**config.mk**
```make
export PLATFORM = sky130hd
export DESIGN_NAME = rgb_matrix_xform
export DESIGN_NICKNAME = d
export VERILOG_FILES = /design/src/rtl/cmx_pkg.sv /design/src/rtl/cmx_coef_bank.sv /design/src/rtl/cmx_flow.sv /design/src/rtl/cmx_chan.sv /design/src/rtl/rgb_matrix_xform.sv
export SDC_FILE = /design/constraint.sdc
export NUM_CORES = 2
export LEC_CHECK = 0
export BUFFER_PORTS_ARGS = -buffer_cell sky130_fd_sc_hd__buf_2
export CORE_AREA = 2 2 473 569
export CTS_CLUSTER_SIZE = 8
export DETAILED_ROUTE_END_ITERATION = 7
export DIE_AREA = 0 0 475 571
export PLACE_DENSITY_LB_ADDON = 0.3
export REMOVE_ABC_BUFFERS = 1
export SYNTH_ARGS = -nofsm -noshare
export SYNTH_HDL_FRONTEND = slang
export SYNTH_SLANG_ARGS = --single-unit
export TNS_END_PERCENT = 50
```
**constraint.sdc**
```tcl
create_clock -name clk -period 19.6 [get_ports clk]
set_input_delay 0.98 -clock clk [delete_from_list [all_inputs] [get_ports clk]]
set_output_delay 0.98 -clock clk [all_outputs]
set_load 0.05 [all_outputs]
```
**src/rtl/cmx_pkg.sv**
```systemverilog
package cmx_pkg;
  localparam int PIX_W   = 10;
  localparam int INT_W   = 3;
  localparam int FRAC_W  = 12;
  localparam int MAG_W   = INT_W + FRAC_W;
  localparam int COEF_W  = MAG_W + 1;
  localparam int OFF_W   = 13;
  localparam int ADDR_W  = 4;
  localparam int IN_W    = 64;
  localparam int IN_FRAC = 32;
  localparam int N_CH    = 3;
  localparam int N_COEF  = N_CH * N_CH;
  localparam int N_CFG   = N_COEF + N_CH;
  localparam int PROD_W  = PIX_W + MAG_W + 1;
  localparam int SUM_W   = PROD_W + 2;
  localparam int OFF_SHL = FRAC_W - 2;

  localparam logic [IN_W-1:0] RND_ADD = IN_W'(1) << (IN_FRAC - FRAC_W - 1);
  localparam logic [IN_W-1:0] MAG_MAX = (IN_W'(1) << (IN_FRAC + INT_W)) - IN_W'(1);
  localparam logic [COEF_W-1:0] COEF_ONE = COEF_W'(1) << FRAC_W;

  function automatic logic [COEF_W-1:0] cvt_coef(input logic [IN_W-1:0] v);
    logic [IN_W-1:0] m;
    m = {1'b0, v[IN_W-2:0]} + RND_ADD;
    if (m > MAG_MAX) m = MAG_MAX;
    return {v[IN_W-1], m[IN_FRAC+INT_W-1:IN_FRAC-FRAC_W]};
  endfunction

  function automatic logic signed [PROD_W-1:0] sm_mul(input logic [PIX_W-1:0] p,
                                                     input logic [COEF_W-1:0] c);
    logic [PIX_W+MAG_W-1:0] u;
    logic signed [PROD_W-1:0] mag;
    u   = {{MAG_W{1'b0}}, p} * {{PIX_W{1'b0}}, c[MAG_W-1:0]};
    mag = $signed({1'b0, u});
    return c[COEF_W-1] ? -mag : mag;
  endfunction

  function automatic logic [PIX_W-1:0] clamp_out(input logic signed [SUM_W-1:0] s);
    if (s[SUM_W-1]) return '0;
    if (|s[SUM_W-2:FRAC_W+PIX_W]) return '1;
    return s[FRAC_W+PIX_W-1:FRAC_W];
  endfunction
endpackage

```
**src/rtl/cmx_coef_bank.sv**
```systemverilog
module cmx_coef_bank
  import cmx_pkg::*;
(
  input  logic                          clk,
  input  logic                          rst_n,
  input  logic                          cfg_we,
  input  logic [ADDR_W-1:0]             cfg_addr,
  input  logic [IN_W-1:0]               cfg_wdata,
  output logic [N_COEF-1:0][COEF_W-1:0] coef_q,
  output logic [N_CH-1:0][OFF_W-1:0]    off_q
);
  logic                cfg_hit;
  logic [COEF_W-1:0]   conv_w;

  assign cfg_hit = cfg_we && (cfg_addr < ADDR_W'(N_CFG));
  assign conv_w  = cvt_coef(cfg_wdata);

  for (genvar k = 0; k < N_COEF; k++) begin : g_coef
    localparam logic [COEF_W-1:0] RST_V = ((k % (N_CH + 1)) == 0) ? COEF_ONE : '0;
    logic [COEF_W-1:0] r;
    always_ff @(posedge clk or negedge rst_n) begin
      if (!rst_n) r <= RST_V;
      else if (cfg_we && cfg_addr == ADDR_W'(k)) r <= conv_w;
    end
    assign coef_q[k] = r;
  end

  for (genvar k = 0; k < N_CH; k++) begin : g_off
    logic [OFF_W-1:0] r;
    always_ff @(posedge clk or negedge rst_n) begin
      if (!rst_n) r <= '0;
      else if (cfg_we && cfg_addr == ADDR_W'(N_COEF + k)) r <= cfg_wdata[OFF_W-1:0];
    end
    assign off_q[k] = r;
  end


  unused_addr_chk: assert property (@(posedge clk) disable iff (!rst_n)
    cfg_we && !cfg_hit |=> $stable(coef_q) && $stable(off_q));


  sign_keep_chk: assert property (@(posedge clk) disable iff (!rst_n)
    cfg_we && cfg_addr == '0 |=> coef_q[0][COEF_W-1] == $past(cfg_wdata[IN_W-1]));
endmodule

```
**src/rtl/cmx_flow.sv**
```systemverilog
module cmx_flow
  import cmx_pkg::*;
#(
  parameter int DEPTH = 3
) (
  input  logic clk,
  input  logic rst_n,
  input  logic in_valid,
  input  logic out_ready,
  output logic in_ready,
  output logic adv,
  output logic out_valid
);
  logic [DEPTH-1:0] v_q;
  logic             acc;
  logic [1:0]       age_q;

  assign adv       = !v_q[DEPTH-1] || out_ready;
  assign in_ready  = adv;
  assign acc       = in_valid && adv;
  assign out_valid = v_q[DEPTH-1];

  always_ff @(posedge clk or negedge rst_n) begin
    if (!rst_n) v_q <= '0;
    else if (adv) v_q <= {v_q[DEPTH-2:0], in_valid};
  end

  always_ff @(posedge clk or negedge rst_n) begin
    if (!rst_n) age_q <= '0;
    else if (age_q != 2'd3) age_q <= age_q + 2'd1;
  end


  hold_valid_chk: assert property (@(posedge clk) disable iff (!rst_n)
    out_valid && !out_ready |=> out_valid);


  backpress_chk: assert property (@(posedge clk) disable iff (!rst_n)
    out_valid && !out_ready |-> !in_ready);


  latency_chk: assert property (@(posedge clk) disable iff (!rst_n)
    (age_q == 2'd3) && $past(acc, 3) && $past(adv, 2) && $past(adv, 1) |-> out_valid);
endmodule

```
**src/rtl/cmx_chan.sv**
```systemverilog
module cmx_chan
  import cmx_pkg::*;
(
  input  logic                        clk,
  input  logic                        rst_n,
  input  logic                        adv,
  input  logic [N_CH-1:0][PIX_W-1:0]  pix,
  input  logic [N_CH-1:0][COEF_W-1:0] row,
  input  logic [OFF_W-1:0]            off,
  output logic [PIX_W-1:0]            y
);
  localparam logic signed [SUM_W-1:0] HALF = SUM_W'(1) << (FRAC_W - 1);

  logic signed [N_CH-1:0][PROD_W-1:0] p_q;
  logic signed [OFF_W-1:0]            o_q;
  logic signed [SUM_W-1:0]            s_q;
  logic signed [SUM_W-1:0]            s_d;
  logic [PIX_W-1:0]                   y_q;

  always_comb begin
    s_d = HALF + (SUM_W'(o_q) <<< OFF_SHL);
    for (int j = 0; j < N_CH; j++) s_d = s_d + SUM_W'($signed(p_q[j]));
  end

  always_ff @(posedge clk or negedge rst_n) begin
    if (!rst_n) begin
      p_q <= '0;
      o_q <= '0;
      s_q <= '0;
      y_q <= '0;
    end else if (adv) begin
      for (int j = 0; j < N_CH; j++) p_q[j] <= sm_mul(pix[j], row[j]);
      o_q <= $signed(off);
      s_q <= s_d;
      y_q <= clamp_out(s_q);
    end
  end

  assign y = y_q;


  low_clamp_chk: assert property (@(posedge clk) disable iff (!rst_n)
    adv && s_q[SUM_W-1] |=> y_q == '0);


  high_clamp_chk: assert property (@(posedge clk) disable iff (!rst_n)
    adv && !s_q[SUM_W-1] && (|s_q[SUM_W-2:FRAC_W+PIX_W]) |=> y_q == '1);
endmodule

```
**src/rtl/rgb_matrix_xform.sv**
```systemverilog
module rgb_matrix_xform
  import cmx_pkg::*;
(
  input  logic              clk,
  input  logic              rst_n,
  input  logic              cfg_we,
  input  logic [ADDR_W-1:0] cfg_addr,
  input  logic [IN_W-1:0]   cfg_wdata,
  input  logic              in_valid,
  output logic              in_ready,
  input  logic [PIX_W-1:0]  in_r,
  input  logic [PIX_W-1:0]  in_g,
  input  logic [PIX_W-1:0]  in_b,
  output logic              out_valid,
  input  logic              out_ready,
  output logic [PIX_W-1:0]  out_r,
  output logic [PIX_W-1:0]  out_g,
  output logic [PIX_W-1:0]  out_b
);
  logic [N_COEF-1:0][COEF_W-1:0] coef_q;
  logic [N_CH-1:0][OFF_W-1:0]    off_q;
  logic [N_CH-1:0][PIX_W-1:0]    pix;
  logic [N_CH-1:0][PIX_W-1:0]    y;
  logic                          adv;

  assign pix = {in_b, in_g, in_r};

  cmx_coef_bank i_bank (
    .clk(clk), .rst_n(rst_n), .cfg_we(cfg_we), .cfg_addr(cfg_addr),
    .cfg_wdata(cfg_wdata), .coef_q(coef_q), .off_q(off_q)
  );

  cmx_flow #(.DEPTH(3)) i_flow (
    .clk(clk), .rst_n(rst_n), .in_valid(in_valid), .out_ready(out_ready),
    .in_ready(in_ready), .adv(adv), .out_valid(out_valid)
  );

  for (genvar c = 0; c < N_CH; c++) begin : g_ch
    cmx_chan i_chan (
      .clk(clk), .rst_n(rst_n), .adv(adv), .pix(pix),
      .row(coef_q[c*N_CH +: N_CH]), .off(off_q[c]), .y(y[c])
    );
  end

  assign out_r = y[0];
  assign out_g = y[1];
  assign out_b = y[2];


  hold_data_chk: assert property (@(posedge clk) disable iff (!rst_n)
    out_valid && !out_ready |=> $stable({out_r, out_g, out_b}));
endmodule

```
# Yosys cells after proc, flatten, opt, wreduce, memory -nomap -nowiden
# Cells that the tools add are included.
[word_totals]
out_inout_bits = 32
ff_bits = 573
input_bits = 103
[op_classes]
add_sub_neg = 22
magnitude_cmp = 1
reduce_logical = 18
mux = 37
eq_ne = 11
mul = 9
[op_table]
columns = ["cell", "n"]
rows = [
  ["two-way mux 26 bit", 9],
  ["negation 25 -> 26 bit", 9],
  ["multiplier 10 x 15 -> 25 bit", 9],
  ["adder 28 x 26 -> 28 bit", 6],
  ["two-way mux 10 bit", 12],
  ["adder 24 x 26 -> 27 bit", 3],
  ["adder 13 x 23 -> 24 bit, first input constant", 3],
  ["adder 63 x 20 -> 64 bit, second input constant", 1],
  ["greater-than comparator 64 x 35 -> 1 bit, second input constant", 1],
  ["two-way mux 35 bit", 1],
  ["== test 4 x 3 -> 1 bit, second input constant", 4],
  ["== test 4 bit, second input constant", 4],
  ["two-way mux 1 bit", 15],
  ["OR reduction 5 bit", 3],
  ["logical AND 1 bit", 12],
  ["== test 4 x 2 -> 1 bit, second input constant", 2],
  ["== test 4 x 1 -> 1 bit, second input constant", 1],
  ["logical NOT 4 bit", 1],
  ["logical NOT 1 bit", 1],
  ["logical OR 1 bit", 1],
]

# Logic depth before layout (Yosys ltp)
[depth]
ltp_word = 7
ltp_mapped = 26
depth_no_buf = 25

# By module
# A second synthesis with hierarchy kept.
[unflattened]
hier_cells = 8879
hier_area_um2 = 79063.3
[by_module_without_submodules]
columns = ["module", "n_inst", "cells_per_inst", "area_per_inst_um2", "seq_area_each_um2"]
rows = [
  ["cmx_chan at g_ch[1].i_chan", 1, 2758, 24150.7, 2927.8],
  ["cmx_chan at g_ch[0].i_chan", 1, 2630, 23448.7, 2927.8],
  ["cmx_chan at g_ch[2].i_chan", 1, 2576, 22883.2, 2927.8],
  ["cmx_coef_bank", 1, 907, 8446.9, 4583.1],
  ["cmx_flow", 1, 8, 133.9, 75.1],
]

# Worst setup path before layout
# Ideal clock, no wire load.
[synth_path]
path_type = "input port to flip-flop"
startpoint = "input in_r[9]"
endpoint = "register g_ch[0].i_chan.p_q[25] (netlist name)"
cell_stages = 24
setup_slack_ns = 11.866
t_required_ns = 19.475
setup_time_ns = 0.125
t_arrival_ns = 7.609
path_cell_list = "clkbuf_1 -> clkbuf_1 -> nand2_1 -> fa_1 -> fa_1 -> inv_1 -> fa_1 -> fa_1 -> inv_1 -> fa_1 -> inv_1 -> ha_1 -> clkbuf_1 -> a21o_1 -> a21o_1 -> a21oi_1 -> nand2_1 -> xor2_1 -> or4_4 -> or4_4 -> or4_4 -> nor3_1 -> a21boi_1 -> mux2_4"
[synth_via]
elab_chain_cells = 3
[synth_rtl]
columns = ["element", "line", "source"]
rows = [
  ["start: declaration", "rgb_matrix_xform.sv:11", "input logic [PIX_W-1:0] in_r,"],
  ["multiplier 10 x 15 -> 25 bit", "cmx_pkg.sv:33", "u = {{MAG_W{1'b0}}, p} * {{PIX_W{1'b0}}, c[MAG_W-1:0]};"],
  ["negation 25 -> 26 bit", "cmx_pkg.sv:35", "return c[COEF_W-1] ? -mag : mag;"],
  ["two-way mux 26 bit", "cmx_pkg.sv:35", ""],
  ["end signal: assignment", "cmx_chan.sv:27", "p_q <= '0;"],
  ["end: declaration", "cmx_chan.sv:14", "logic signed [N_CH-1:0][PROD_W-1:0] p_q;"],
]
# Every way passes these cells.
# A chain may end at the register's enable or synchronous reset.

# Final worst setup path
[layout_path]
startpoint = "input in_r[3]"
endpoint = "register g_ch[0].i_chan.p_q[22] (netlist name)"
[layout_via]
elab_chain_cells = 3
[layout_rtl]
columns = ["element", "line"]
rows = [
  ["multiplier 10 x 15 -> 25 bit *", "cmx_pkg.sv:33"],
  ["negation 25 -> 26 bit", "cmx_pkg.sv:35"],
  ["two-way mux 26 bit *", "cmx_pkg.sv:35"],
]
# Every way passes the cells marked *; elsewhere a longest branch is shown, timed or not.

==> flow_summary.json <==
{
  "syn_area_um2": 76820,
  "max_freq_mhz": 128.5,
  "cp_max_fo": 45,
  "yosysMostFrequentCell": "inv_1",
  "grt_usage_pct": 16.47,
  "arrival_ns": 8.32,
  "grt_max_degree": 204,
  "first_iter_violations": 3376,
  "min_path_type": "input pin to asynchronous set/reset pin",
  "worst_slack_ns": 11.82,
  "core_um2": 266200,
  "synth_cell_types": 91,
  "synth_top_area_share_pct": 26.03,
  "first_pass_iters": 6,
  "netlist_instances": 8951,
  "synthToLayoutAreaGrowth_pct": 8.619,
  "num_io_pins": 135,
  "synthArstFlopShare_pct": 100.0,
  "nNetsFinal": 10580,
  "post-route-period-util_pct": 39.70,
  "critPathKind": "input pin to flip-flop",
  "drv_slew": 0,
  "clk_latency_ns": 0.72,
  "max_stage_delay_ns": 0.58,
  "h-tree-depth": 3,
  "hold_violations": 0,
  "crit_family": "adder cells",
  "crit_slowest_cell": "or4_4",
  "drive_gt1_share_pct": 4.909,
  "placed_area_um2": 80990,
  "synth-edff-count": 0,
  "ys_top_cells_by_count": "1378 x inv_1, 1300 x nand2_1, 999 x fa_1",
  "antenna_found_initial": 38,
  "end_kind": "flip-flop",
  "fillers": 27990,
  "clock_path_buffers": 3,
  "synth-main-ff-cell": "dfrtp_1",
  "worst_pin_slew_ns": 1.140,
  "drv_cap": 0,
  "critical_path_required_ns": 20.14,
  "clkTransAtPathRegs_ns": 0.06,
  "routabilityCongestion": 0.8968,
  "cts_hold_buf": 0,
  "worst_hold_slack_ns": 0.2553,
  "skew_ns": 0.04064,
  "slew_headroom_pct": 23.50,
  "cts_buffers": 81,
  "synth_area_leader_cell": "fa_1",
  "remaining_drc_errors": 0,
  "grt_pass1_wl_um": 352100,
  "regArea_um2": 13440,
  "multiInputGateArea_um2": 56720,
  "path_cells": "buf_2, buf_4, nand2_1, fa_1, inv_1, fa_1, fa_1, fa_1, inv_1, fa_1, inv_1, ha_1, a21o_1, a21o_1, a21oi_1, nand2_1, xor2_1, or4_4, or4_4, or4_4, o31ai_1, xor2_1, a21oi_1",
  "vias": 59810,
  "finalSetupViolations": 0,
  "fp.dieArea_um2": 271200,
  "port_buffers": 128,
  "avgViaCountPerCell": 4.831,
  "synth_seq_cells": 537,
  "clockRootBuffer": "clkbuf_16",
  "cp_common_cell": "fa_1",
  "first_global_vias": 62500,
  "ys_warn_count": 0,
  "die_w_um": 475,
  "place_inst": 12250,
  "rsz0062_at_grt": "no",
  "stdcell_count": 12380,
  "rrSetupSlack_ns": 12.14,
  "cts_resized": 0,
  "grt.overflow.total": 0,
  "syn_area_per_cell_um2": 8.583,
  "dp_worst_setup_slack_ns": 11.12,
  "wl_per_cell_um": 17.93,
  "outcome": "complete, no violations",
  "initial_core_util_pct": 28.86,
  "cts_setup_buffers": 0,
  "post-route-min-period_ns": 7.781,
  "hpwl_um": 172100,
  "path_buf_inv": 5,
  "tritoncts": "built",
  "die_h_um": 571,
  "cts.sinks": 537,
  "ant_nets": 0,
  "critPathLaunchType": "input pin",
  "fp-row-count": 208,
  "yosysSeqAreaShare_pct": 17.50,
  "routed_wl_um": 222000,
  "fin_area_um2": 83450,
  "yosys-top-cells-area": "fa_1 26%, dfrtp_1 17%, ha_1 12%"
}
-- cell usage in the layout (no fill, tap or decap), types with 168 or more instances in the layout --
cell,n
a31oi_1,168
o21ai_0,397
ha_1,721
xor2_1,216
a21oi_1,300
inv_1,1378
dfrtp_1,534
and2_1,664
fa_1,999
xnor2_1,233
nand2_1,1298
nor2_1,430
-- area by class of cell --
| type | count | area share [%] |
|---|---|---|
| Multi-Input combinational cell | 6567 | 67.98 |
| Clock buffer | 110 | 2.655 |
| Timing Repair Buffer | 194 | 1.403 |
| Sequential cell | 537 | 16.11 |
| Tap cell | 3570 | 5.353 |
| Inverter | 1380 | 6.214 |
| Clock inverter | 13 | 0.2609 |
| Antenna cell | 10 | 0.02999 |
-- metrics by stage --
stage               TNS [ns]  util (%)
floorplan            -904.74         -
global placement           0     30.42
detailed placement         0     30.42
CTS                        0     31.33
global route               0     31.34
finish                     0     31.34
-- final timing paths --
path,end,startpoint,depth (start not counted)
hold reg to reg,i_flow.v_q[2],i_flow.v_q[1],1
min in group clk,i_flow.v_q[2],i_flow.v_q[1],1
hold / removal,i_bank.g_coef[1].r[6],rst_n,1
setup / recovery,g_ch[0].i_chan.p_q[22],in_r[3],23
setup reg to reg,g_ch[0].i_chan.p_q[22],i_bank.g_coef[0].r[0],21
max in group asynchronous,g_ch[2].i_chan.p_q[32],rst_n,4
-- cell families (layout without fill, tap and decap cells) --
logic type / after synthesis / count (layout) / synth area share [%]
buffers and inverters: 1847 / 1697 / 9.028
flip-flops: 537 / 537 / 17.50
multiplexers: 74 / 74 / 1.057
AO/OA/AOI/OAI: 1401 / 1401 / 11.39
other: 0 / 10 / 0
AND/OR/NAND/NOR: 2911 / 2911 / 18.00
adder cells (fa/ha/maj): 1720 / 1720 / 37.77
XOR/XNOR: 461 / 461 / 5.256
-- sequential cells by signal (all words and copies together) (netlist names) --
signal           cells
g_ch.i_chan.o_q     39
g_ch.i_chan.p_q    234
g_ch.i_chan.s_q     48
g_ch.i_chan.y       30
i_bank.g_coef.r    144
i_bank.g_off.r      39
i_flow.v_q           3
-- routing by layer --
layer	vias to the layer above	GRT usage, %	part of all wire, %	wire [um]
li1	28160	-	-	-
met1	30180	20.54	43	94710
met2	1155	29.27	50	110800
met3	309	1.877	4.0	8817
met4	12	5.611	3.4	7599
met5	-	0	0.037	83
Power is left out: the tool's default activity adds up to more than one toggle a clock period on the data nets, which glitch-free logic cannot reach.
